[config.mk]
export PLATFORM = sky130hd
export DESIGN_NAME = wr_queue_bypass
export DESIGN_NICKNAME = d
export VERILOG_FILES = /design/src/rtl/wqb_pkg.sv /design/src/rtl/wqb_store_fifo.sv /design/src/rtl/wqb_conflict.sv /design/src/rtl/wqb_arbiter.sv /design/src/rtl/wr_queue_bypass.sv
export SDC_FILE = /design/constraint.sdc
export NUM_CORES = 1
export LEC_CHECK = 0
export CAP_MARGIN = 20
export CORE_MARGIN = 2
export CORE_UTILIZATION = 60
export CTS_CLUSTER_SIZE = 16
export DETAILED_ROUTE_END_ITERATION = 7
export GPL_TIMING_DRIVEN = 0
export PLACE_DENSITY = 0.86
export SETUP_SLACK_MARGIN = 0.15
export SYNTH_ARGS = -nofsm -noshare
export SYNTH_HDL_FRONTEND = slang
export SYNTH_SLANG_ARGS = --single-unit
[constraint.sdc]
create_clock -name clk -period 6.54 [get_ports clk]
set_input_delay 0.981 -clock clk [delete_from_list [all_inputs] [get_ports clk]]
set_output_delay 0.981 -clock clk [all_outputs]
set_load 0.02 [all_outputs]
[src/rtl/wqb_pkg.sv]
package wqb_pkg;

   typedef enum logic [1:0] {
      ARB_IDLE  = 2'd0,
      ARB_WRITE = 2'd1,
      ARB_READ  = 2'd2
   } arb_state_e;

   function automatic bit is_pow2(input int v);
      return (v > 0) && ((v & (v - 1)) == 0);
   endfunction

endpackage

[src/rtl/wqb_store_fifo.sv]
module wqb_store_fifo #(
   parameter int ADDR_W = 32,
   parameter int DATA_W = 32,
   parameter int DEPTH  = 4,
   localparam int PW    = (DEPTH > 1) ? $clog2(DEPTH) : 1,
   localparam int CW    = $clog2(DEPTH + 1)
) (
   input  logic                    clk,
   input  logic                    rst_n,
   input  logic                    push,
   input  logic [ADDR_W-1:0]       push_addr,
   input  logic [DATA_W-1:0]       push_data,
   input  logic                    pop,
   output logic [ADDR_W-1:0]       head_addr,
   output logic [DATA_W-1:0]       head_data,
   output logic                    full,
   output logic                    empty,
   output logic [DEPTH*ADDR_W-1:0] age_addr,
   output logic [DEPTH-1:0]        age_valid
);

   logic [ADDR_W-1:0] addr_q [DEPTH];
   logic [DATA_W-1:0] data_q [DEPTH];
   logic [PW-1:0]     wr_ptr, rd_ptr;
   logic [CW-1:0]     count;

   assign full  = (count == CW'(DEPTH));
   assign empty = (count == '0);

   always_ff @(posedge clk) begin
      if (!rst_n) begin
         wr_ptr <= '0;
         rd_ptr <= '0;
         count  <= '0;
      end else begin
         if (push) begin
            wr_ptr <= wr_ptr + 1'b1;
         end
         if (pop) begin
            rd_ptr <= rd_ptr + 1'b1;
         end
         case ({push, pop})
            2'b10:   count <= count + 1'b1;
            2'b01:   count <= count - 1'b1;
            default: count <= count;
         endcase
      end
   end

   always_ff @(posedge clk) begin
      if (push) begin
         addr_q[wr_ptr] <= push_addr;
         data_q[wr_ptr] <= push_data;
      end
   end

   assign head_addr = addr_q[rd_ptr];
   assign head_data = data_q[rd_ptr];

   // Age-ordered view: position 0 is the oldest pending store.
   for (genvar k = 0; k < DEPTH; k++) begin : g_age
      logic [PW-1:0] slot;
      assign slot                        = rd_ptr + PW'(k);
      assign age_addr[k*ADDR_W +: ADDR_W] = addr_q[slot];
      assign age_valid[k]                = (CW'(k) < count);
   end

endmodule

[src/rtl/wqb_conflict.sv]
module wqb_conflict #(
   parameter int ADDR_W = 32,
   parameter int DEPTH  = 4,
   parameter int LSB    = 2,
   localparam int CW    = $clog2(DEPTH + 1),
   localparam int TW    = ADDR_W - LSB
) (
   input  logic [ADDR_W-1:0]       probe_addr,
   input  logic [DEPTH*ADDR_W-1:0] age_addr,
   input  logic [DEPTH-1:0]        age_valid,
   output logic [CW-1:0]           drain_need
);

   logic [DEPTH-1:0] hit;

   for (genvar k = 0; k < DEPTH; k++) begin : g_cmp
      assign hit[k] = age_valid[k] &&
                      (age_addr[k*ADDR_W + LSB +: TW] == probe_addr[ADDR_W-1:LSB]);
   end

   // Youngest hit wins: number of stores that must retire first.
   always_comb begin
      drain_need = '0;
      for (int k = 0; k < DEPTH; k++) begin
         if (hit[k]) begin
            drain_need = CW'(k + 1);
         end
      end
   end

endmodule

[src/rtl/wqb_arbiter.sv]
module wqb_arbiter
   import wqb_pkg::*;
#(
   parameter int ADDR_W = 32,
   parameter int DATA_W = 32,
   parameter int DEPTH  = 4,
   localparam int CW    = $clog2(DEPTH + 1)
) (
   input  logic              clk,
   input  logic              rst_n,
   input  logic              wr_avail,
   input  logic [ADDR_W-1:0] head_addr,
   input  logic [DATA_W-1:0] head_data,
   input  logic              rd_start,
   input  logic [ADDR_W-1:0] rd_addr,
   input  logic [CW-1:0]     rd_need,
   output logic              pop,
   output logic              mem_req,
   output logic              mem_we,
   output logic [ADDR_W-1:0] mem_addr,
   output logic [DATA_W-1:0] mem_wdata,
   input  logic              mem_ack,
   input  logic [DATA_W-1:0] mem_rdata,
   output logic              rd_rsp_valid,
   output logic [DATA_W-1:0] rd_rsp_data
);

   arb_state_e        state_q, state_d;
   logic              rd_pend_q;
   logic [ADDR_W-1:0] rd_addr_q;
   logic [CW-1:0]     wait_q;
   logic              rd_go;

   assign pop   = (state_q == ARB_WRITE) && mem_ack;
   assign rd_go = rd_pend_q && (wait_q == '0);

   always_comb begin
      state_d = state_q;
      case (state_q)
         ARB_IDLE: begin
            if (rd_go) begin
               state_d = ARB_READ;
            end else if (wr_avail) begin
               state_d = ARB_WRITE;
            end
         end
         ARB_WRITE: if (mem_ack) state_d = ARB_IDLE;
         ARB_READ:  if (mem_ack) state_d = ARB_IDLE;
         default:   state_d = ARB_IDLE;
      endcase
   end

   always_ff @(posedge clk) begin
      if (!rst_n) begin
         state_q      <= ARB_IDLE;
         rd_pend_q    <= 1'b0;
         rd_addr_q    <= '0;
         wait_q       <= '0;
         rd_rsp_valid <= 1'b0;
         rd_rsp_data  <= '0;
      end else begin
         state_q      <= state_d;
         rd_rsp_valid <= 1'b0;
         if (rd_start) begin
            rd_pend_q <= 1'b1;
            rd_addr_q <= rd_addr;
            // A store retiring this very cycle is already counted in rd_need.
            if (pop && (rd_need != '0)) begin
               wait_q <= rd_need - 1'b1;
            end else begin
               wait_q <= rd_need;
            end
         end else if (rd_pend_q && pop && (wait_q != '0)) begin
            wait_q <= wait_q - 1'b1;
         end
         if ((state_q == ARB_READ) && mem_ack) begin
            rd_pend_q    <= 1'b0;
            rd_rsp_valid <= 1'b1;
            rd_rsp_data  <= mem_rdata;
         end
      end
   end

   assign mem_req   = (state_q != ARB_IDLE);
   assign mem_we    = (state_q == ARB_WRITE);
   assign mem_addr  = (state_q == ARB_READ) ? rd_addr_q : head_addr;
   assign mem_wdata = head_data;

endmodule

[src/rtl/wr_queue_bypass.sv]
module wr_queue_bypass
   import wqb_pkg::*;
#(
   parameter int ADDR_W     = 32,
   parameter int DATA_W     = 32,
   parameter int DEPTH      = 4,
   parameter int WORD_BYTES = 4
) (
   input  logic              clk,
   input  logic              rst_n,
   input  logic              st_valid,
   output logic              st_ready,
   input  logic [ADDR_W-1:0] st_addr,
   input  logic [DATA_W-1:0] st_data,
   output logic              buf_full,
   output logic              buf_empty,
   input  logic              rd_req,
   input  logic [ADDR_W-1:0] rd_addr,
   output logic              rd_rsp_valid,
   output logic [DATA_W-1:0] rd_rsp_data,
   output logic              mem_req,
   output logic              mem_we,
   output logic [ADDR_W-1:0] mem_addr,
   output logic [DATA_W-1:0] mem_wdata,
   input  logic              mem_ack,
   input  logic [DATA_W-1:0] mem_rdata
);

   localparam int LSB = (WORD_BYTES > 1) ? $clog2(WORD_BYTES) : 0;
   localparam int CW  = $clog2(DEPTH + 1);

   if (!is_pow2(DEPTH) || DEPTH < 2) begin : g_bad_depth
      $error("DEPTH must be a power of two of at least 2");
   end
   if (!is_pow2(WORD_BYTES)) begin : g_bad_word
      $error("WORD_BYTES must be a power of two");
   end
   if (LSB >= ADDR_W) begin : g_bad_addr
      $error("ADDR_W too small for WORD_BYTES");
   end

   logic                    push, pop;
   logic                    full, empty;
   logic [ADDR_W-1:0]       head_addr;
   logic [DATA_W-1:0]       head_data;
   logic [DEPTH*ADDR_W-1:0] age_addr;
   logic [DEPTH-1:0]        age_valid;
   logic [CW-1:0]           drain_need;

   assign push      = st_valid && !full;
   assign st_ready  = !full;
   assign buf_full  = full;
   assign buf_empty = empty;

   wqb_store_fifo #(
      .ADDR_W (ADDR_W),
      .DATA_W (DATA_W),
      .DEPTH  (DEPTH)
   ) u_fifo (
      .clk       (clk),
      .rst_n     (rst_n),
      .push      (push),
      .push_addr (st_addr),
      .push_data (st_data),
      .pop       (pop),
      .head_addr (head_addr),
      .head_data (head_data),
      .full      (full),
      .empty     (empty),
      .age_addr  (age_addr),
      .age_valid (age_valid)
   );

   wqb_conflict #(
      .ADDR_W (ADDR_W),
      .DEPTH  (DEPTH),
      .LSB    (LSB)
   ) u_cmp (
      .probe_addr (rd_addr),
      .age_addr   (age_addr),
      .age_valid  (age_valid),
      .drain_need (drain_need)
   );

   wqb_arbiter #(
      .ADDR_W (ADDR_W),
      .DATA_W (DATA_W),
      .DEPTH  (DEPTH)
   ) u_arb (
      .clk          (clk),
      .rst_n        (rst_n),
      .wr_avail     (!empty),
      .head_addr    (head_addr),
      .head_data    (head_data),
      .rd_start     (rd_req),
      .rd_addr      (rd_addr),
      .rd_need      (drain_need),
      .pop          (pop),
      .mem_req      (mem_req),
      .mem_we       (mem_we),
      .mem_addr     (mem_addr),
      .mem_wdata    (mem_wdata),
      .mem_ack      (mem_ack),
      .mem_rdata    (mem_rdata),
      .rd_rsp_valid (rd_rsp_valid),
      .rd_rsp_data  (rd_rsp_data)
   );

endmodule

# Word level (Yosys, flattened, before mapping)
# Memory sizes are Yosys's and may differ from the RTL's. A register that Yosys moved wholly into a read port is not among the register bits.
# Cells that the tools add are included.
# totals
ff_bits	78
ram_bits	256
in_bits	133
wordCells	78
memories	2
# mem_list
memory	depth	word_bits	read_ports	rd_clocked_by_memory_dff	wr	line_no	source
u_fifo.addr_q	4	32	4	1	1	wqb_store_fifo.sv:22	logic [ADDR_W-1:0] addr_q [DEPTH];
u_fifo.data_q	4	32	1	1	1	wqb_store_fifo.sv:23	logic [DATA_W-1:0] data_q [DEPTH];
# op_classes
add_sub_neg	8
n_lt_le_gt_ge	4
n_eq_ne	11
mux	20
bitwise_logic	1
reduce_logical	23
# op_table
operator	n
$eq 30x30->1	4
$mux 32	1
$mux 2	9
$mux 3	4
$logic_and 1x1->1	11
$sub 3x1->3 const B	3
$logic_not 3->1	2
$lt 1x3->1 const A	2
$lt 2x3->1 const A	2
$pmux 3 s2	1
$reduce_bool 2->1	3
$reduce_bool 3->1	2
$add 2x1->2 const B	2
$add 2x2->2 const B	2
$eq 2x1->1 const B	2
$eq 2x2->1 const B	2
$mux 1	4
$pmux 2 s2	1
$reduce_or 2->1	2
$add 3x1->3 const B	1
$eq 3x3->1 const B	1
$ne 3x2->1 const B	1
$logic_not 2->1	1
$ne 2x1->1 const B	1
3 further kinds	3

# Logic depth before layout (Yosys ltp)
# An unclocked memory read counts as a cell.
# depth
word_depth	11
mapped_depth	16
mapped_depth_nobuf	13

# Hierarchy
# Synthesis repeated with hierarchy kept, for this count alone.
# hier_totals
cells_unflattened	1014
hier_area_um2	17296.6
# modules_own_cells
mod	n_inst	cells_each	area_per_inst_um2
wqb_store_fifo	1	538	12522.0
wqb_arbiter	1	300	3301.9
wqb_conflict	1	173	1458.9
wr_queue_bypass	1	3	13.8

# Least setup slack after synthesis
# No wires, ideal clock.
# synth_path
kind	in2reg
start	input port rd_addr[22]
end	register u_arb.wait_q[1]
t_arrival_ns	3.958
setup_slack_ns	2.516
cell_stages	12
n_path_buf	1
cell_sequence	clkbuf_1 -> o221ai_1 -> o221a_1 -> or4_1 -> or4_1 -> or2_0 -> a21o_1 -> ha_1 -> ha_1 -> nor2_1 -> mux2_2 -> a21oi_2
# synth_via
elab_chain_cells	10
word_cells_on_any_way	17
cone_classes	add/sub (1); eq/ne (4); mux (6); reduce/logical (6)
# synth_lines
item	line_no	source
start, declared	wr_queue_bypass.sv:18	input logic [ADDR_W-1:0] rd_addr,
$eq 30x30->1	wqb_conflict.sv:18	(age_addr[k*ADDR_W + LSB +: TW] == probe_addr[ADDR_W-1:LSB]);
$logic_and 1x1->1	wqb_conflict.sv:17	assign hit[k] = age_valid[k] &&
$mux 1	wqb_conflict.sv:25	if (hit[k]) begin
$mux 2 (2 in series)	wqb_conflict.sv:25	
$mux 3 (*)	wqb_conflict.sv:25	
parallel branches: the longest is 2 deep, another holds $sub 3x1->3	--	
$mux 3 (*)	wqb_arbiter.sv:68	if (pop && (rd_need != '0)) begin
$mux 3 (*)	wqb_arbiter.sv:64	if (rd_start) begin
end signal, assigned	wqb_arbiter.sv:69	wait_q <= rd_need - 1'b1;
end signal, assigned	wqb_arbiter.sv:71	wait_q <= rd_need;
end signal, assigned	wqb_arbiter.sv:74	wait_q <= wait_q - 1'b1;
end, declared	wqb_arbiter.sv:31	logic [CW-1:0] wait_q;
# Mark *: on every way between the ends.
# A chain may end at the register's enable or synchronous reset.

==> metrics <==
DRC=0; DRT iter0 DRCs=1590; Pre-Repair DR Iteration Count=6; Worst Tran Pin Value=~1.2 ns; largest family of logic cells by synthesized area=multiplexers; Layout Area Growth over Synthesis=22.9%; CP top delay family=buffers and inverters; Slew Viols, Final=0; total power=approximately 6.3 mW; final worst setup slack=0.348 ns; Vias=12700; Crit-path slowest cell=clkdlybuf4s15_1; crit path launch type=flip-flop; syn avg cell area=14.4 um^2; die height=172 um; final non-filler cell total=~1800; area taken by multi-input logic gates=7160 um^2; Finish-stage setup viols=0; maximum fanout along the worst path=10; Fmax=161 MHz; Worst Hold Class=reg2reg; final hold violations=0; Top FF cell, synth=edfxtp_1; register area share after synthesis=0.549; Worst Path Arrival=5.21 ns; status=completed; antenna diode instance count=0; Post-CTS Hold Fix Bufs=0; vias in the first global route=approximately 13000; Tcrit/Tclk final=0.947; worst path buffer plus inverter count=6; Initial Utilization=0.609; CTS buffer count=35; total of buffers placed on input and output ports=213; Setup Buffers After CTS=0; Fin Clk Skew=0.0154 ns; Top-Level Pins=235; clock latency on the worst-skew pair=about 0.53 ns; clock root buffer=clkbuf_16; synth warn=0; Die X-Extent=around 170 um; PD cells=301 nW/um^2; DP HPWL=41.8 mm; largest net degree at the start of global routing=51; Rows=61; utilization after layout=0.748; Synth cell types=between 60 and 70; H-tree levels=2; final instance area=20800 um^2; critical path class=reg2out; critical-path cell list=clkdlybuf4s15_1 > clkbuf_2 > clkbuf_1 > clkdlybuf4s15_1 > clkbuf_1 > mux4_2 > clkdlybuf4s50_1; antenna viol nets, final=0; dpl cell area=roughly 20000 um^2; post-synthesis adder-cell area fraction=0.0118; Mapped Area=approximately 17000 um^2; vias per cell=6.91; CORE AREA=27800 um^2; DP Worst Slack=0.653 ns; fill count=1691; number of synthesized flops with an enable pin=256; Final Critical Period=6.19 ns; Clk pin slew, worst setup/hold paths=~0.060 ns; CTS tree=done; RSZ-0062 raised after global routing=no; synthesis-stage register bit count=336; Post-Syn Instances=between 1000 and 1500; Peak VDD IR=0.000257 V; first-pass GRT wire length=84.2 mm; Sink Count=around 340; Synth Area in Compound Gates=0.0810; GRT overflow=0; placed insts=~1800; Async S/R FF share, synth=0; GRT Total Usage=0.402; WL per Instance=roughly 32 um; layout cells sized above 1=0.162; post-synthesis mux area share=0.230; Crit. End Element=output port; WHS=approximately 0.47 ns; CP peak stage delay=0.80 ns; Synth Net Count=1325; Leakage=6.81 nW; slew margin rel.=0.204; max_cap viols=0; Reg area=between 9000 and 10000 um^2; initial antenna violation count=0; Routed WL=59.0 mm; routability congestion estimate from global placement=around 1; clock buffer depth=3; Simple-Gate Fraction of Synth Area=0.0554; Worst EP required=5.56 ns; final layout net count=1579; TNS Setup=0 ns; Post-Synth XOR/XNOR Area=0.0435; Die ar.=29500 um^2
[cell usage after synthesis, types with 5 or more instances]
master / n / area [um^2]
edfxtp_1: 256 / 7690
mux2i_1: 120 / 1200
mux4_2: 96 / 2160
dfxtp_1: 80 / 1600
xnor2_1: 52 / 455
nand2_1: 48 / 180
mux2_2: 47 / 529
clkbuf_1: 45 / 169
nor2b_1: 36 / 225
o21ai_0: 36 / 180
a22o_1: 32 / 280
xor2_1: 32 / 280
buf_2: 22 / 110
inv_1: 22 / 82.6
buf_1: 19 / 71.3
o22ai_1: 19 / 119
a21oi_1: 18 / 90.1
nor2_1: 18 / 67.6
ha_1: 16 / 200
nand4_1: 11 / 68.8
nor4_1: 11 / 68.8
a221oi_1: 10 / 87.6
and2_1: 9 / 56.3
o2bb2ai_1: 9 / 78.8
and3_1: 8 / 50.1
nand3_1: 8 / 40.0
a22oi_1: 7 / 52.6
a21o_1: 5 / 37.5
nor3_1: 5 / 25.0
o221ai_1: 5 / 43.8
[where the power goes]
group / leakage (nW) / switching (mW) / internal, mW / total [mW]
Sequential: 3.00 / 0.0781 / 2.44 / 2.52
Clock: 0.550 / 0.832 / 1.16 / 1.99
Combinational: 3.26 / 0.985 / 0.761 / 1.75
[per-layer routing]
metal / global-route usage / part of all wire / wire length, um / vias to the layer above
li1: - / - / - / 5134
met1: 0.506 / 0.36 / 21000 / 6272
met2: 0.635 / 0.46 / 27300 / 999
met3: 0.102 / 0.11 / 6750 / 259
met4: 0.240 / 0.067 / 3940 / 0
met5: 0 / 0 / 0 / -
[state kept, by name, summed over array words and instances (netlist names), named ones only]
register            count
u_fifo.data_q         128
u_fifo.wr_ptr           2
u_arb.wait_q            3
u_arb.rd_addr_q        32
u_arb.rd_rsp_data      32
u_arb.rd_rsp_valid      1
u_arb.state_q           2
u_fifo.rd_ptr           2
u_arb.rd_pend_q         1
u_fifo.count            3
u_fifo.addr_q         128
[logic make-up (layout without fill, tap and decap cells)]
kind of cell             after synthesis  after routing
buffers and inverters                114            392
XOR/XNOR                              84             84
adder cells (fa/ha/maj)               16             16
flip-flops                           336            336
AND/OR/NAND/NOR                      175            175
AO/OA/AOI/OAI                        188            188
multiplexers                         263            263
[worst paths after layout]
path | to | slack, ns | startpoint | cells past startpoint
max | mem_wdata[1] | 0.35 | flip-flop | 7
max reg2reg | u_arb.wait_q[2]$_SDFFE_PN0P_ | 0.99 | u_fifo.rd_ptr[0]$_SDFFE_PN0P_ | 14
min reg2reg | u_arb.rd_rsp_data[24]$_SDFFE_PN0P_ | 0.47 | u_arb.rd_rsp_data[24]$_SDFFE_PN0P_ | 1
min | u_arb.rd_rsp_data[24]$_SDFFE_PN0P_ | 0.47 | u_arb.rd_rsp_data[24]$_SDFFE_PN0P_ | 1
[layout by cell type, fill, tap and decap left out, types with 5 or more instances in the layout]
cell,count
edfxtp_1,256
clkdlybuf4s50_1,213
mux2i_1,120
mux4_2,96
dfxtp_1,80
clkbuf_1,55
xnor2_1,52
nand2_1,48
mux2_2,47
o21ai_0,36
nor2b_1,36
clkbuf_16,36
xor2_1,32
a22o_1,32
buf_2,23
inv_1,22
o22ai_1,19
nor2_1,18
a21oi_1,18
buf_1,16
ha_1,16
nand4_1,11
nor4_1,11
a221oi_1,10
and2_1,9
o2bb2ai_1,9
nand3_1,8
a22oi_1,7
clkinv_2,6
a21o_1,5
o221ai_1,5
nor3_1,5
[cell type report]
cell class / count / area share
Buffer: 91 / 0.0198
Clock buffer: 49 / 0.0467
Clock inverter: 12 / 0.00717
Inverter: 23 / 0.00416
Multi-Input combinational cell: 726 / 0.344
Sequential cell: 336 / 0.447
Tap cell: 378 / 0.0228
Timing Repair Buffer: 217 / 0.108
[what timing repair did]
item,CTS,global route
gates resized for setup,2,3
endpoints found under the hold margin,0,0
endpoints found under the setup margin,3,10
(Power assumes the default switching activity.)
